$ cat src/rtl/tw_spi_pkg.sv
`timescale 1ns/1ps
package tw_spi_pkg;
    // Sequencer states: waiting, shifting, acknowledging, waiting for go to fall
    typedef enum logic [1:0] {
        ST_IDLE = 2'd0,
        ST_RUN  = 2'd1,
        ST_ACK  = 2'd2,
        ST_HOLD = 2'd3
    } seq_state_e;
endpackage

$ cat src/rtl/tw_spi_rate.sv
`timescale 1ns/1ps
// Half-period tick generator: tick every 2^div_sel cycles while run is high.
module tw_spi_rate #(
    parameter int DIV_W = 3
) (
    input  logic             clk,
    input  logic             rst,
    input  logic             run,
    input  logic [DIV_W-1:0] div_sel,
    output logic             tick
);
    localparam int CNT_W = (1 << DIV_W) - 1;

    typedef struct packed {
        logic [CNT_W-1:0] cnt;
    } rate_t;

    rate_t            r_d, r_q;
    logic [CNT_W-1:0] limit;

    always_comb begin
        // 2^div_sel - 1, wrapping to all ones for the largest select
        limit = CNT_W'((CNT_W+1)'(1) << div_sel) - CNT_W'(1);
        tick  = run && (r_q.cnt >= limit);
        r_d   = r_q;
        if (!run || tick) begin
            r_d.cnt = '0;
        end else begin
            r_d.cnt = r_q.cnt + CNT_W'(1);
        end
    end

    always_ff @(posedge clk) begin
        if (rst) begin
            r_q <= '0;
        end else begin
            r_q <= r_d;
        end
    end
endmodule

$ cat src/rtl/tw_spi_seq.sv
`timescale 1ns/1ps
// Shared shift engine: frame shift register, serial clock phase, bit index.
module tw_spi_seq
    import tw_spi_pkg::*;
#(
    parameter int XFER_BITS = 24,
    parameter int IDX_W     = 5,
    parameter int N_DEV     = 4
) (
    input  logic                 clk,
    input  logic                 rst,
    input  logic                 go,
    input  logic                 tick,
    input  logic [XFER_BITS-1:0] frame,
    input  logic [N_DEV-1:0]     sel,
    output logic                 run,
    output logic                 act,
    output logic                 sclk_sh,
    output logic                 mosi,
    output logic                 rnw,
    output logic                 rise,
    output logic                 done,
    output logic [IDX_W-1:0]     idx,
    output logic [N_DEV-1:0]     mask
);
    localparam logic [IDX_W-1:0] LAST_IDX = IDX_W'(XFER_BITS - 1);

    typedef struct packed {
        seq_state_e           st;
        logic                 act;
        logic                 sclk;
        logic                 rnw;
        logic [XFER_BITS-1:0] sh;
        logic [IDX_W-1:0]     idx;
        logic [N_DEV-1:0]     mask;
    } seq_t;

    localparam seq_t SEQ_RST = '{
        st:   ST_IDLE,
        act:  1'b0,
        sclk: 1'b0,
        rnw:  1'b0,
        sh:   '0,
        idx:  '0,
        mask: '0
    };

    seq_t s_d, s_q;

    always_comb begin
        s_d = s_q;
        unique case (s_q.st)
            ST_IDLE: begin
                if (go) begin
                    s_d.st   = ST_RUN;
                    s_d.act  = 1'b1;
                    s_d.sclk = 1'b0;
                    s_d.sh   = frame;
                    s_d.rnw  = frame[XFER_BITS-1];
                    s_d.idx  = '0;
                    s_d.mask = sel;
                end
            end
            ST_RUN: begin
                if (tick) begin
                    if (!s_q.sclk) begin
                        s_d.sclk = 1'b1;
                    end else begin
                        s_d.sclk = 1'b0;
                        if (s_q.idx == LAST_IDX) begin
                            s_d.st  = ST_ACK;
                            s_d.act = 1'b0;
                            s_d.idx = '0;
                            s_d.sh  = '0;
                        end else begin
                            s_d.idx = s_q.idx + IDX_W'(1);
                            s_d.sh  = {s_q.sh[XFER_BITS-2:0], 1'b0};
                        end
                    end
                end
            end
            ST_ACK: begin
                s_d.st = go ? ST_HOLD : ST_IDLE;
            end
            ST_HOLD: begin
                if (!go) begin
                    s_d.st = ST_IDLE;
                end
            end
            default: s_d = SEQ_RST;
        endcase
    end

    always_ff @(posedge clk) begin
        if (rst) begin
            s_q <= SEQ_RST;
        end else begin
            s_q <= s_d;
        end
    end

    assign run     = (s_q.st == ST_RUN);
    assign act     = s_q.act;
    assign sclk_sh = s_q.sclk;
    assign mosi    = s_q.sh[XFER_BITS-1];
    assign rnw     = s_q.rnw;
    assign rise    = run && tick && !s_q.sclk;
    assign done    = (s_q.st == ST_ACK);
    assign idx     = s_q.idx;
    assign mask    = s_q.mask;
endmodule

$ cat src/rtl/tw_spi_lane.sv
`timescale 1ns/1ps
// One device lane: select gating of clock, data and chip select, plus capture.
module tw_spi_lane #(
    parameter int RX_W = 8
) (
    input  logic            clk,
    input  logic            rst,
    input  logic            act,
    input  logic            sclk_sh,
    input  logic            mosi,
    input  logic            sel_bit,
    input  logic            drive,
    input  logic            rise,
    input  logic            sd_in,
    output logic            cs_n,
    output logic            sclk,
    output logic            sd_out,
    output logic            sd_oe,
    output logic [RX_W-1:0] rx_byte
);
    typedef struct packed {
        logic [RX_W-1:0] rx;
    } lane_t;

    lane_t l_d, l_q;

    always_comb begin
        l_d = l_q;
        if (rise) begin
            l_d.rx = {l_q.rx[RX_W-2:0], sd_in};
        end
    end

    always_ff @(posedge clk) begin
        if (rst) begin
            l_q <= '0;
        end else begin
            l_q <= l_d;
        end
    end

    assign cs_n    = ~(act & sel_bit);
    assign sclk    = sclk_sh & sel_bit;
    assign sd_out  = sel_bit ? mosi : 1'b0;
    assign sd_oe   = drive;
    assign rx_byte = l_q.rx;
endmodule

$ cat src/rtl/tw_spi_hub.sv
`timescale 1ns/1ps
// Multi-device three-wire serial register master.
module tw_spi_hub #(
    parameter int N_DEV      = 4,
    parameter int INSTR_BITS = 16,
    parameter int RX_W       = 8,
    parameter int CMD_W      = 32,
    parameter int DIV_W      = 3
) (
    input  logic                    clk,
    input  logic                    rst,
    input  logic                    go,
    input  logic [CMD_W-1:0]        cmd,
    input  logic [DIV_W-1:0]        div_sel,
    output logic                    done,
    output logic [$clog2(INSTR_BITS+RX_W)-1:0] bit_idx,
    output logic [N_DEV*RX_W-1:0]   rx_word,
    output logic [N_DEV-1:0]        cs_n,
    output logic [N_DEV-1:0]        sclk,
    output logic [N_DEV-1:0]        sd_out,
    output logic [N_DEV-1:0]        sd_oe,
    input  logic [N_DEV-1:0]        sd_in
);
    localparam int XFER_BITS = INSTR_BITS + RX_W;
    localparam int IDX_W     = $clog2(XFER_BITS);
    localparam int SEL_LSB   = XFER_BITS;
    localparam int SEL_TOP   = SEL_LSB + N_DEV;

    logic             tick, run, act, sclk_sh, mosi, rnw, rise, drive;
    logic [IDX_W-1:0] idx;
    logic [N_DEV-1:0] mask;
    logic             unused_cmd_hi;

    assign unused_cmd_hi = ^cmd[CMD_W-1:SEL_TOP];

    tw_spi_rate #(
        .DIV_W (DIV_W)
    ) rate_i (
        .clk     (clk),
        .rst     (rst),
        .run     (run),
        .div_sel (div_sel),
        .tick    (tick)
    );

    tw_spi_seq #(
        .XFER_BITS (XFER_BITS),
        .IDX_W     (IDX_W),
        .N_DEV     (N_DEV)
    ) seq_i (
        .clk     (clk),
        .rst     (rst),
        .go      (go),
        .tick    (tick),
        .frame   (cmd[XFER_BITS-1:0]),
        .sel     (cmd[SEL_LSB +: N_DEV]),
        .run     (run),
        .act     (act),
        .sclk_sh (sclk_sh),
        .mosi    (mosi),
        .rnw     (rnw),
        .rise    (rise),
        .done    (done),
        .idx     (idx),
        .mask    (mask)
    );

    // Line is driven for a whole write, or for the instruction part of a read
    assign drive   = act & (~rnw | (idx < IDX_W'(INSTR_BITS)));
    assign bit_idx = idx;

    for (genvar g = 0; g < N_DEV; g++) begin : g_lane
        tw_spi_lane #(
            .RX_W (RX_W)
        ) lane_i (
            .clk     (clk),
            .rst     (rst),
            .act     (act),
            .sclk_sh (sclk_sh),
            .mosi    (mosi),
            .sel_bit (mask[g]),
            .drive   (drive),
            .rise    (rise),
            .sd_in   (sd_in[g]),
            .cs_n    (cs_n[g]),
            .sclk    (sclk[g]),
            .sd_out  (sd_out[g]),
            .sd_oe   (sd_oe[g]),
            .rx_byte (rx_word[g*RX_W +: RX_W])
        );
    end
endmodule

$ cat config.mk
export PLATFORM = sky130hd
export DESIGN_NAME = tw_spi_hub
export DESIGN_NICKNAME = d
export VERILOG_FILES = /design/src/rtl/tw_spi_pkg.sv /design/src/rtl/tw_spi_rate.sv /design/src/rtl/tw_spi_seq.sv /design/src/rtl/tw_spi_lane.sv /design/src/rtl/tw_spi_hub.sv
export SDC_FILE = /design/constraint.sdc
export NUM_CORES = 1
export LEC_CHECK = 0
export ABC_AREA = 1
export ABC_CLOCK_PERIOD_IN_PS = 1560
export BUFFER_PORTS_ARGS = -buffer_cell sky130_fd_sc_hd__buf_2
export CELL_PAD_IN_SITES_DETAIL_PLACEMENT = 1
export CELL_PAD_IN_SITES_GLOBAL_PLACEMENT = 1
export CORE_ASPECT_RATIO = 1.5
export CORE_MARGIN = 2
export CORE_UTILIZATION = 34
export CTS_CLUSTER_DIAMETER = 100
export CTS_CLUSTER_SIZE = 20
export DETAILED_ROUTE_END_ITERATION = 8
export PLACE_DENSITY_LB_ADDON = 0.1
export RECOVER_POWER = 50
export SYNTH_ARGS = -nofsm -noshare
export SYNTH_HDL_FRONTEND = slang
export SYNTH_SLANG_ARGS = --single-unit
$ cat constraint.sdc
create_clock -name clk -period 1.56 [get_ports clk]
set_input_delay 0.156 -clock clk [delete_from_list [all_inputs] [get_ports clk]]
set_output_delay 0.156 -clock clk [all_outputs]
set_load 0.02 [all_outputs]
# Word-level counts from Yosys, hierarchy flattened
# Cells that the tools add are included.
[op_classes]
order_cmp = 2
muxes = 17
addsub = 3
eq_ne = 9
shift = 1
n_bitwise = 15
n_reduce_logical = 14
[op_table]
columns = ["cell", "n"]
rows = [
  ["$mux 29", 3],
  ["$pmux 29 s2", 1],
  ["$mux 38", 1],
  ["$reduce_and 5->1", 2],
  ["$and 1x1->1", 9],
  ["$pmux 2 s4", 1],
  ["$add 7x1->7 const B", 1],
  ["$ge 7x7->1", 1],
  ["$shl 1x3->7 const A", 1],
  ["$sub 7x2->7 const B", 1],
  ["$mux 3", 2],
  ["$ne 2x1->1 const B", 3],
  ["$add 5x1->5 const B", 1],
  ["$eq 5x5->1 const B", 1],
  ["$lt 5x5->1 const B", 1],
  ["$mux 1", 5],
  ["$not 1->1", 5],
  ["$eq 2x2->1 const B", 2],
  ["$mux 2", 2],
  ["$mux 4", 1],
  ["$ne 2x2->1 const B", 2],
  ["$pmux 2 s2", 1],
  ["$reduce_and 4->1", 1],
  ["$logic_and 1x1->1", 3],
  ["9 further kinds", 10],
]
[word_totals]
word_cells = 73
output_inout_bits = 54
ff_bits = 77

# Logic depth before layout (Yosys ltp)
# Gate-level depths: netlist of run 1.
[depth]
word_depth = 6
ltp_mapped = 14

# Hierarchy
# A second synthesis of run 1 with hierarchy kept.
[unflattened]
cells_unflattened = 615
area_unflattened_um2 = 4025.1
[modules_own_cells]
columns = ["module", "area_per_inst_um2", "n_inst", "cells_per_inst"]
rows = [
  ["tw_spi_seq", 2001.9, 1, 314],
  ["tw_spi_lane", 374.1, 4, 57],
  ["tw_spi_rate", 514.2, 1, 71],
  ["tw_spi_hub", 12.5, 1, 2],
]

# Least setup slack after synthesis of run 1
# No wires, ideal clock.
[synth_timing]
path_type = "register to register"
start = "reg rate_i.r_q[0] (netlist bit)"
end = "reg g_lane[0].lane_i.l_q, in the netlist g_lane[0].lane_i.rx_byte[0]"
setup_slack_ns = -0.066
stages_incl_launch_ff = 13
setup_ns = 0.070
required_time_ns = 1.490
arrival_time_ns = 1.555
period_less_slack_ns = 1.626
cell_sequence = "dfxtp_1 -> inv_1 -> ha_1 -> inv_1 -> nand2_1 -> nand2_1 -> nand2_1 -> nand2_1 -> nand2_1 -> nand2_1 -> buf_2 -> nand2_1 -> a21oi_1"
[synth_via]
elab_chain_len = 4
[synth_rtl]
columns = ["element", "line_no", "source"]
rows = [
  ["start, declared", "tw_spi_rate.sv:18", "rate_t r_d, r_q;"],
  ["start signal, assigned", "tw_spi_rate.sv:37", "r_q <= r_d;"],
  ["$ge 7x7->1", "tw_spi_rate.sv:24", "tick = run && (r_q.cnt >= limit);"],
  ["$logic_and 1x1->1", "tw_spi_rate.sv:24", ""],
  ["$logic_and 1x1->1 (2 in series)", "tw_spi_seq.sv:107", "assign rise = run && tick && !s_q.sclk;"],
  ["end signal, assigned", "tw_spi_lane.sv:38", "l_q <= l_d;"],
  ["end, declared", "tw_spi_lane.sv:25", "lane_t l_d, l_q;"],
]
# Every way passes these cells.
# A chain may end at the register's enable or synchronous reset.

# Worst setup path after layout of run 1
[layout_timing]
start = "reg rate_i.r_q[5] (netlist bit)"
end = "reg g_lane[2].lane_i.l_q, in the netlist g_lane[2].lane_i.rx_byte[7]"
[layout_via]
elab_chain_len = 4
[layout_rtl]
columns = ["element", "line_no"]
rows = [
  ["$ge 7x7->1", "tw_spi_rate.sv:24"],
  ["$logic_and 1x1->1", "tw_spi_rate.sv:24"],
  ["$logic_and 1x1->1 (2 in series)", "tw_spi_seq.sv:107"],
  ["end signal, assigned", "tw_spi_lane.sv:38"],
  ["end, declared", "tw_spi_lane.sv:25"],
]
# Every way passes these cells.

==> summary.md, run 1 <==
| Metric | Value |
|---|---|
| Status | `complete, but fails checks` |
| Failing checks | `setup timing` |
| Pwr dens | `980 nW/um^2` |
| Post-synthesis instance total | `546` |
| Die area | `12100 sq um` |
| Worst EP required | `1.82 ns` |
| Async set-or-reset flop fraction in the synthesized netlist | `0%` |
| CP startpoint | `rate_i.r_q[5]` |
| Reg clk slew, reported paths | `approximately 0.060 ns` |
| Clk_skew | `about 0.0073 ns` |
| Syn avg cell area | `around 7 sq um` |
| Hold Path Class | `input pin to register` |
| Net count, final | `689` |
| Setup crit end | `g_lane[2].lane_i.rx_byte[7]` |
| Final period util | `108%` |
| Register bit count reported by yosys | `77` |
| R2R setup slack | `-0.13 ns` |
| DRC Markers | `0` |
| CP dominant cell by count | `nand2_8` |
| Met1 WL | `5150 um` |
| CP Launch Type | `register` |
| First-pass GRT wire length | `about 21000 um` |
| Num rows | `47` |
| Mapped Area | `3820 sq um` |
| Pleak | `2.30 nW` |
| Top Metal Used | `met4` |
| Io pins | `96` |
| P&R area growth vs syn | `40.7%` |
| Initial DRC count | `approximately 100` |
| Worst-skew pair later-pin latency | `roughly 0.34 ns` |
| Crit path DAT | `1.95 ns` |
| H-Tree Depth | `3` |
| Slew @ Worst Pin | `0.711 ns` |
| Detailed-route vias per instance | `5.06` |
| Fin cells | `between 700 and 800` |
| CTS tree | `yes` |
| FF-to-FF path depth | `10` |
| Core ar. | `11000 sq um` |
| Initial core utilization | `34.7%` |
| Top_reg_cell synth | `dfxtp_1` |
| Final hold vios | `0` |
| Hold buffers post-CTS | `0` |
| Post-synth cell types | `24` |
| # port buffers | `91` |
| Yosys Warn Count | `0` |
| Share of layout cells above drive strength 1 | `37.9%` |
| Pre-CTS setup slack | `-0.311 ns` |
| Final HPWL DP | `around 8200 um` |
| RSZ-0062 raised after global routing | `yes` |
| Slew Limit Fails | `0` |
| Post-DR wirelength/cell | `between 15 and 20 um` |
| DRT antenna net count | `0` |
| Post-synth EDFFs | `0` |
| N_diodes | `0` |
| Max Cap Viol | `0` |
| CP Class | `register to register` |
| Crit path max fanout | `8` |
| Worst path max stage delay | `0.34 ns` |
| Setup crit end kind | `register` |
| DR vias | `3996` |
| Cell with the largest stage delay on the worst path | `dfxtp_2` |
| WL met3 | `458 um` |
| Total power | `approximately 5.3 mW` |
| Reg2reg end | `g_lane[2].lane_i.rx_byte[7]` |
| Global Route Usage Sum | `21.2%` |
| Largest net degree at the start of global routing | `60` |
| VDD IR max | `approximately 560 uV` |
| Final Setup Violations | `63` |
| CTS root buffer | `clkbuf_16` |
| CTS Sinks | `77` |
| Worst r2r src | `rate_i.r_q[5]` |
| Die X | `90.5 um` |
| Grt total ovfl | `0` |
| DP Cell Count | `763` |
| Final min period | `1.69 ns` |
| Fmax achieved | `around 590 MHz` |
| Slew margin rel. | `52.6%` |
| Critical-path cell list | `ha_4 > nand2_2 > inv_2 > a21oi_4 > buf_4 > nand2_8 > nand2_8 > buf_12 > nand2_4 > a21oi_2` |
| Vias in the first global route | `4157` |
| CTS Buffer Depth | `2` |
| Length of routed met2 wiring | `7170 um` |
| Initial antenna violation count | `0` |
| Register area share after synthesis | `40.4%` |
| Worst setup margin | `-0.126 ns` |
| Final Hold Slack | `0.0749 ns` |
| GP Congestion | `0.803` |
| CTS Buf Count | `9` |
| Die extent in y | `134 um` |
| Syn Nets | `597` |
| First-pass iteration count of the detailed router | `4` |
| Final wirelength | `approximately 13000 um` |
final cells by class:
| cell class | instances | area [sq um] |
|---|---|---|
| well taps | 147 | 184 |
| clock buffers | 9 | 225 |
| flip-flops and latches | 77 | 1550 |
| clock inverters | 7 | 57.6 |
| inverters | 40 | 150 |
| multi-input cells | 374 | 2230 |
| fillers | 1398 | 5620 |
| repair buffers | 136 | 978 |
synthesized netlist by cell type, types with 9 or more instances:
library cell	count	area share, %
nand3_1	72	9.4
nand4_1	28	4.6
nor2_1	25	2.5
buf_4	25	4.9
o21ai_0	12	1.6
nand2_1	151	15
inv_1	38	3.7
buf_2	12	1.6
dfxtp_1	77	40
clkbuf_1	16	1.6
ha_1	9	2.9
a21oi_1	62	8.1
how the worst min path moves through the flow:
stage,startpoint,to,slack [ns],cells past startpoint
after floorplan,cmd[0],seq_i.s_q[9],0.30,2
after global placement,sd_in[2],g_lane[2].lane_i.rx_byte[0],0.43,3
after detailed placement,cmd[25],seq_i.mask[1],0.43,3
after CTS,cmd[0],seq_i.s_q[9],0.06,3
after global routing,cmd[0],seq_i.s_q[9],0.07,3
final,cmd[0],seq_i.s_q[9],0.07,3
cell families (layout without fill, tap and decap cells):
logic type	count (synthesis)	after routing	share of synthesized area [%]
AOI/OAI and AO/OA	77	77	10.4
xor gates and xnor gates	2	2	0.459
adders and majority gates	9	9	2.95
buffers and inverters	95	192	12.2
DFF	77	77	40.4
and+or+nand+nor	286	286	33.7
cells in the final DEF, fill, tap and decap left out, types with 7 or more instances in the layout:
cell,count
nand4_1,28
inv_1,34
dfxtp_1,70
nor2_1,19
o21ai_0,10
buf_12,7
clkbuf_1,14
nand2_4,14
nand3_1,71
buf_2,77
clkbuf_16,10
nand2_2,39
nand2_1,97
buf_4,26
a21oi_1,48
nor2_2,8
a21oi_2,15
state kept, by name (all words and copies together) (netlist names), 4 cells and up:
signal                 cells
g_lane.lane_i.rx_byte     32
seq_i.s_q                 25
rate_i.r_q                 7
seq_i.idx                  5
seq_i.mask                 4
timing repair:
item / in CTS / in global routing
endpoints found under the hold margin: 0 / 0
pin swaps: 14 / 15
buffers inserted: 11 / 1
gates resized for setup: 79 / 57
setup endpoints to repair: 71 / 71
cloned: 5 / 1
where the power goes:
group | total, mW | internal, mW | switching [mW]
registers | 2.12 | 2.06 | 0.0602
clock network | 2.00 | 1.10 | 0.904
logic | 1.15 | 0.435 | 0.713
total | 5.27 | 3.59 | 1.68
through the flow:
step	TNS, ns	util [%]	cell area, sq um
3_3_place_gp	-12.02	41.1	4520
4_1_cts	-5.14	47.8	5250
2_1_floorplan	-0.00690	-	3850
5_1_grt	-11.28	48.9	5380
6_report	-4.96	48.9	5380
3_5_place_dp	-15.58	41.1	4520
worst max-delay path: cells and delay by family (launching register included):
kind / cells / cell delay [ns]
compound gates: 2 / 0.30
flops: 1 / 0.34
buf+inv: 3 / 0.39
simple gates: 4 / 0.34
fa+ha+maj: 1 / 0.24
layer usage:
layer / track usage (%) / vias to the layer above
met2: 40.3 / 68
li1: - / 1972
met3: 4.04 / 14
met1: 23.8 / 1942
met4: 5.90 / 0
met5: 0 / -
Note: power is estimated with default switching activity, not from simulation.
==> run 2: changes to the inputs <==
--- a/config.mk
+++ b/config.mk
@@ -7,15 +7,15 @@
 export LEC_CHECK = 0
 export ABC_AREA = 1
 export ABC_CLOCK_PERIOD_IN_PS = 1560
-export BUFFER_PORTS_ARGS = -buffer_cell sky130_fd_sc_hd__buf_2
 export CELL_PAD_IN_SITES_DETAIL_PLACEMENT = 1
 export CELL_PAD_IN_SITES_GLOBAL_PLACEMENT = 1
 export CORE_ASPECT_RATIO = 1.5
 export CORE_MARGIN = 2
-export CORE_UTILIZATION = 34
+export CORE_UTILIZATION = 40
 export CTS_CLUSTER_DIAMETER = 100
 export CTS_CLUSTER_SIZE = 20
 export DETAILED_ROUTE_END_ITERATION = 8
+export DONT_BUFFER_PORTS = 1
 export PLACE_DENSITY_LB_ADDON = 0.1
 export RECOVER_POWER = 50
 export SYNTH_ARGS = -nofsm -noshare
==> run 2 against run 1 <==
The run ends with hold timing, setup timing left. Combinational power shrank 14%. Worst setup slack improved by 0.013 ns. Maximum frequency up 0.80%. Utilization is 3.4 points higher. Clock skew about the same. Clock power is 5% higher. Via count shrank 10%. Critical path depth up 2. First-iteration DRC count rose by 31%. Critical path type unchanged. Critical endpoint is now g_lane[0].lane_i.rx_byte[4].
==> summary.md, run 2 (synthesis gave the netlist of run 1 again) <==
| Metric | Value |
|---|---|
| Final wirelength | `11700 um (-9.4%)` |
| Io pins | `96 (unchanged)` |
| Largest register FFs | `32 (unchanged)` |
| Total power | `5.21 mW (-1.1%)` |
| Pleak | `1.95 nW (-15%)` |
| CP dominant cell by count | `nand2_2` |
| CTS Sinks | `77 (unchanged)` |
| Die area | `10400 sq um (-14%)` |
| DRC Markers | `0 (unchanged)` |
| Commonest non-fill, non-tap cell in the layout | `nand2_1` |
| Global Route Usage Sum | `22.4% (+1.2 points)` |
| Worst setup margin | `-0.112 ns (+0.0134 ns)` |
| Vias in the first global route | `3679 (-11%)` |
| Hold Path Class | `input pin to register` |
| Crit path max fanout | `8 (unchanged)` |
| CTS Buffer Depth | `2 (unchanged)` |
| Setup TNS | `-2.65 ns (+2.31 ns)` |
| Critical-path cell list | `ha_4 > nand2_2 > inv_2 > nand2_2 > nand2_2 > nand2_4 > nand2_4 > nand2_8 > buf_12 > buf_12 > nand2_1 > a21oi_2` |
| Die X | `83.8 um (-7.5%)` |
| Setup crit end kind | `register` |
| Final min period | `1.67 ns (-0.0134 ns)` |
| Detailed-route vias per instance | `5.38 (+6.3%)` |
| Worst path max stage delay | `0.36 ns (+0.02 ns)` |
| Final Util | `52.3% (+3.4 points)` |
| Max Cap Viol | `0 (unchanged)` |
| First-pass GRT wire length | `18500 um (-12%)` |
| Reg2reg end | `g_lane[0].lane_i.rx_byte[4]` |
| Clk_skew | `0.00734 ns (+0.0000705 ns)` |
| Slew Limit Fails | `0 (unchanged)` |
| Pwr dens | `1080 nW/um^2 (+9.9%)` |
| Post-DR wirelength/cell | `17.6 um (+7.2%)` |
| Commonest non-fill, non-tap cells in the layout | `nand2_1, dfxtp_1, nand3_1, a21oi_1, inv_1` |
| CTS Buf Count | `9 (unchanged)` |
| Final HPWL DP | `7440 um (-8.9%)` |
| CP Class | `register to register` |
| CTS tree | `yes` |
| Core ar. | `9250 sq um (-16%)` |
| Hold buffers post-CTS | `1 (+1)` |
| R2R setup slack | `-0.11 ns (about the same)` |
| Die extent in y | `124 um (-7.6%)` |
| DR vias | `3592 (-10%)` |
| WHS Path Cells | `1 (-2)` |
| Initial DRC count | `135 (+31%)` |
| Largest net degree at the start of global routing | `61 (+1.7%)` |
| Worst-skew pair later-pin latency | `0.33 ns (about the same)` |
| H-Tree Depth | `3 (unchanged)` |
| VDD IR max | `761 uV (+37%)` |
| Final Hold Slack | `-0.115 ns (-0.190 ns)` |
| Net count, final | `602 (-13%)` |
| CP Launch Type | `register` |
| Slew @ Worst Pin | `0.437 ns (-0.274 ns)` |
| Slew margin rel. | `70.9% (+18 points)` |
| Hold Path Sink | `g_lane[1].lane_i.rx_byte[6]` |
| Initial antenna violation count | `0 (unchanged)` |
| Status | `complete, but fails checks` |
| Hold path start | `rst` |
| Fmax achieved | `598 MHz (+0.80%)` |
| Crit path DAT | `1.90 ns (-0.05 ns)` |
| Worst r2r src | `rate_i.r_q[1]` |
| DRT antenna net count | `0 (unchanged)` |
| Initial core utilization | `41.3% (+6.5 points)` |
| P&R area growth vs syn | `26.6%` |
| Final Setup Violations | `56 (-11%)` |
| Final hold vios | `59 (+59)` |
| First-pass iteration count of the detailed router | `4 (unchanged)` |
| # port buffers | `0 (-100%)` |
| Final period util | `107% (-0.86 points)` |
| Reg clk slew, reported paths | `0.06 ns (about the same)` |
| Num rows | `43 (-8.5%)` |
| Grt total ovfl | `0 (unchanged)` |
| N_diodes | `0 (unchanged)` |
| CTS root buffer | `clkbuf_16` |
| Cell with the largest stage delay on the worst path | `dfxtp_4` |
| Worst EP required | `1.79 ns (-0.03 ns)` |
| FF-to-FF path depth | `12 (+2)` |
| GP Congestion | `0.787 (-2.0%)` |
| Share of layout cells above drive strength 1 | `24.5% (-13 points)` |
| RSZ-0062 raised after global routing | `yes` |
| Failing checks | `hold timing, setup timing` |
[run 2: power breakdown]
| group | leakage [nW] | total (mW) | switching (mW) | internal, mW |
|---|---|---|---|---|
| clock | 0.140 | 2.11 | 0.835 | 1.28 |
| sequential | 0.629 | 2.11 | 0.0580 | 2.05 |
| combinational | 1.18 | 0.988 | 0.620 | 0.368 |
[run 2: worst max-delay path, delay by kind of cell (launching register included)]
kind	cells	cell delay [ns]
flip-flops	1	0.36
buffers and inverters	3	0.31
adder cells (fa/ha/maj)	1	0.28
AND/OR/NAND/NOR	7	0.54
AO/OA/AOI/OAI	1	0.06
[run 2: layer usage]
metal | vias to the layer above | global-route usage, % | share of wire, %
met1 | 1712 | 24.9 | 40
met4 | 0 | 7.66 | 2.1
met2 | 67 | 41.9 | 54
met5 | - | 0 | 0
li1 | 1797 | - | -
met3 | 16 | 5.10 | 3.9
[run 2: timing repair]
action / in CTS / in global routing
hold endpoints to repair: 60 / 59
cloned: 2 / 1
pin swaps: 5 / 21
buffers inserted: 5 / 1
gates resized for setup: 50 / 39
setup endpoints to repair: 66 / 73
[run 2: layout make-up]
class                           instances  area, sq um
Clock inverter                          6         62.6
Inverter                               40          150
Multi-Input combinational cell        374         2100
Fill cell                            1141         4420
Clock buffer                           10          239
Sequential cell                        77         1560
Timing Repair Buffer                   49          584
Tap cell                              112          140
[run 2: worst max-delay path by stage]
| stage | start | endpoint | slack [ns] |
|---|---|---|---|
| final | rate_i.r_q[1] | g_lane[0].lane_i.rx_byte[4] | -0.11 |
| after global routing | rate_i.r_q[2] | seq_i.s_q[30] | -0.19 |
| after CTS | rate_i.r_q[4] | g_lane[3].lane_i.rx_byte[5] | -0.08 |
| after detailed placement | div_sel[1] | g_lane[3].lane_i.rx_byte[5] | -0.17 |
| after global placement | div_sel[1] | g_lane[2].lane_i.rx_byte[6] | -0.10 |
| after floorplan | rate_i.r_q[4] | seq_i.s_q[14] | -0.007 |
[run 2: through the flow]
| step | instances | setup WS, ns | area, sq um |
|---|---|---|---|
| after floorplan | 546 | -0.00690 | 3850 |
| after detailed placement | 643 | -0.171 | 4060 |
| final | 668 | -0.112 | 4840 |
| after global placement | 643 | -0.101 | 4060 |
| after global routing | 668 | -0.191 | 4840 |
| after CTS | 667 | -0.0767 | 4690 |
==> run 3: changes to the inputs <==
--- a/config.mk
+++ b/config.mk
@@ -11,11 +11,13 @@
 export CELL_PAD_IN_SITES_GLOBAL_PLACEMENT = 1
 export CORE_ASPECT_RATIO = 1.5
 export CORE_MARGIN = 2
-export CORE_UTILIZATION = 40
+export CORE_UTILIZATION = 42
+export CTS_BUF_LIST = sky130_fd_sc_hd__clkbuf_4
 export CTS_CLUSTER_DIAMETER = 100
 export CTS_CLUSTER_SIZE = 20
 export DETAILED_ROUTE_END_ITERATION = 8
 export DONT_BUFFER_PORTS = 1
+export MAX_ROUTING_LAYER = met4
 export PLACE_DENSITY_LB_ADDON = 0.1
 export RECOVER_POWER = 50
 export SYNTH_ARGS = -nofsm -noshare
==> run 3 against run 2 <==
Critical path type unchanged. Power fell by 6.7%. Highest routed layer unchanged. The run still ends with hold timing, setup timing left. Register-to-register slack got worse by 0.20 ns. Routed wire length rose by 18%. Via count rose by 7.1%. First-iteration DRC count rose by 56%.
==> summary.md, run 3 (synthesis gave the netlist of run 1 again) <==
| Metric | Value |
|---|---|
| Status | `complete, but fails checks` |
| Clk_skew | `0.0131 ns (+0.00579 ns)` |
| Post-DR wirelength/cell | `20.3 um (+16%)` |
| Initial antenna violation count | `1 (+1)` |
| RSZ-0062 raised after global routing | `yes` |
| Setup crit end kind | `register` |
| VDD IR max | `535 uV (-30%)` |
| Fmax achieved | `536 MHz (-10%)` |
| Critical-path cell list | `inv_2 > ha_4 > inv_2 > nand2_1 > nand2_1 > nand2_1 > nand2_2 > buf_6 > nand2_8 > nand2_8 > buf_12 > nand2_1 > a21oi_2` |
| Pwr dens | `888 nW/um^2 (-18%)` |
| Final wirelength | `13900 um (+18%)` |
| Slew margin rel. | `65.5% (-5.4 points)` |
| Fill count | `1022 (-10%)` |
| Core ar. | `8830 sq um (-4.6%)` |
| Finished Cell Area | `5470 sq um (+13%)` |
| Max Cap Viol | `0 (unchanged)` |
| Hold buffers post-CTS | `7 (+6)` |
| CP Launch Type | `register` |
| Clock share of power | `26.6% (-14 points)` |
| CTS Buf Count | `9 (unchanged)` |
| Grt total ovfl | `0 (unchanged)` |
| # port buffers | `0 (unchanged)` |
| Area after DPL | `4040 sq um (-0.49%)` |
| Die area | `9890 sq um (-4.6%)` |
| Initial DRC count | `210 (+56%)` |
| DRT antenna net count | `0 (unchanged)` |
| CTS root buffer | `clkbuf_4` |
| Largest register FFs | `32 (unchanged)` |
| Final min period | `1.87 ns (+0.195 ns)` |
| Net count, final | `617 (+2.5%)` |
| Crit path max fanout | `8 (unchanged)` |
| Pleak | `2.11 nW (+7.8%)` |
| Final hold vios | `59 (unchanged)` |
| Worst path max stage delay | `0.37 ns (about the same)` |
| Int Pwr | `3.16 mW (-15%)` |
| First-pass GRT wire length | `20000 um (+8.2%)` |
| CTS tree | `yes` |
| Sequential share of power | `43.9% (+3.4 points)` |
| Io pins | `96 (unchanged)` |
| Commonest non-fill, non-tap cells in the layout | `nand2_1, dfxtp_1, a21oi_2, nand3_1, inv_1` |
| Global Route Usage Sum | `27.2% (+4.8 points)` |
| CP Class | `register to register` |
| H-Tree Depth | `3 (unchanged)` |
| Reg clk slew, reported paths | `0.14 ns (+0.08 ns)` |
| Share of layout cells above drive strength 1 | `43.1% (+19 points)` |
| Final Setup Violations | `73 (+30%)` |
| Worst-skew pair later-pin latency | `0.46 ns (+0.13 ns)` |
| Sw power | `1.70 mW (+12%)` |
| Hold Path Class | `input pin to register` |
| Vias in the first global route | `4085 (+11%)` |
| Crit path DAT | `2.25 ns (+0.35 ns)` |
| Setup TNS | `-12.27 ns (-9.62 ns)` |
| Die X | `81.9 um (-2.3%)` |
| CTS Buffer Depth | `2 (unchanged)` |
| Slew Limit Fails | `0 (unchanged)` |
| Worst setup margin | `-0.307 ns (-0.195 ns)` |
| First-pass iteration count of the detailed router | `4 (unchanged)` |
| Largest net degree at the start of global routing | `61 (unchanged)` |
| DRC Markers | `0 (unchanged)` |
| CTS Sinks | `77 (unchanged)` |
| Commonest non-fill, non-tap cell in the layout | `nand2_1` |
| Final HPWL DP | `7380 um (-0.89%)` |
| Sw frac | `35.0% (+6.0 points)` |
| GP Congestion | `0.779 (-1.1%)` |
| Final Hold Slack | `-0.267 ns (-0.152 ns)` |
| Failing checks | `hold timing, setup timing` |
| Comb power frac | `29.5% (+10 points)` |
| Detailed-route vias per instance | `5.64 (+4.9%)` |
| Die extent in y | `121 um (-2.3%)` |
| Slew @ Worst Pin | `0.518 ns (+0.0810 ns)` |
| Cell with the largest stage delay on the worst path | `dfxtp_2` |
| CP dominant cell by count | `nand2_1` |
| Num rows | `42 (-2.3%)` |
| P&R area growth vs syn | `43.2%` |
| Final period util | `120% (+13 points)` |
| Worst EP required | `1.94 ns (+0.15 ns)` |
| DR vias | `3848 (+7.1%)` |
| Initial core utilization | `43.3% (+2.0 points)` |
## run 3: cell types whose count changed in the layout (fill, tap and decap cells not counted), moves of 6 or more
cell	before	now
nand3_4	2	10
a21oi_1	48	14
clkbuf_16	10	3
nand2_1	128	101
nand3_1	68	41
dlygate4sd3_1	1	7
clkbuf_4	0	10
nand3_2	4	23
nand2_4	7	28
a21oi_2	15	50
## run 3: per-stage QoR
stage	utilization, %	hold slack [ns]	instances	total power [mW]	worst slack [ns]
5_1_grt	61.9	-0.278	682	5.05	-0.340
3_5_place_dp	45.8	0.231	637	3.06	-0.177
3_3_place_gp	45.8	0.230	637	3.03	-0.0757
2_1_floorplan	-	0.301	546	2.79	-0.00690
6_report	61.9	-0.267	682	4.86	-0.307
4_1_cts	56.0	-0.271	679	4.62	-0.187
## run 3: cell type report
type,instances,area (sq um),area share [%]
antenna,1,2.50,0.0458
clock buffer,10,75.1,1.37
clock inverter,6,63.8,1.17
inverter,40,150,2.75
multi-input combinational,374,2670,48.8
sequential,77,1550,28.4
tap,110,138,2.52
timing repair buffer,64,817,14.9
## run 3: worst paths after layout
path / from / endpoint / slack (ns) / cells past startpoint
max: rate_i.r_q[0] / g_lane[0].lane_i.rx_byte[7] / -0.31 / 13
min: rst / g_lane[1].lane_i.rx_byte[0] / -0.27 / 1
max reg2reg: rate_i.r_q[0] / g_lane[0].lane_i.rx_byte[7] / -0.31 / 13
min reg2reg: seq_i.s_q[30] / seq_i.s_q[30] / 0.48 / 2
## run 3: routing by layer
layer	global-route usage, %	wire length (um)	vias up
li1	-	-	1832
met1	27.3	5140	1898
met2	48.8	7860	93
met3	6.34	551	25
met4	11.7	332	0
met5	-	0	-
## run 3: critical path, delay by kind of cell, from the launching register on
family	cells	cell delay (ns)
buffers and inverters	4	0.39
flip-flops	1	0.37
adder cells (fa/ha/maj)	1	0.24
AND/OR/NAND/NOR	7	0.59
AO/OA/AOI/OAI	1	0.20
## run 3: power groups by stage
stage | Sequential [mW] | Combinational (mW) | Clock, mW
floorplan | 2.15 | 0.643 | 0
global placement | 2.16 | 0.874 | 0
detailed placement | 2.16 | 0.898 | 0
CTS | 2.12 | 1.20 | 1.29
global route | 2.14 | 1.53 | 1.37
finish | 2.13 | 1.43 | 1.29
## run 3: timing repair
item,4_1_cts,5_1_grt
setup endpoints to repair,73,77
gates resized for setup,81,140
pin swaps,39,44
cloned,7,3
setup buffers,12,4
endpoints found under the hold margin,66,59
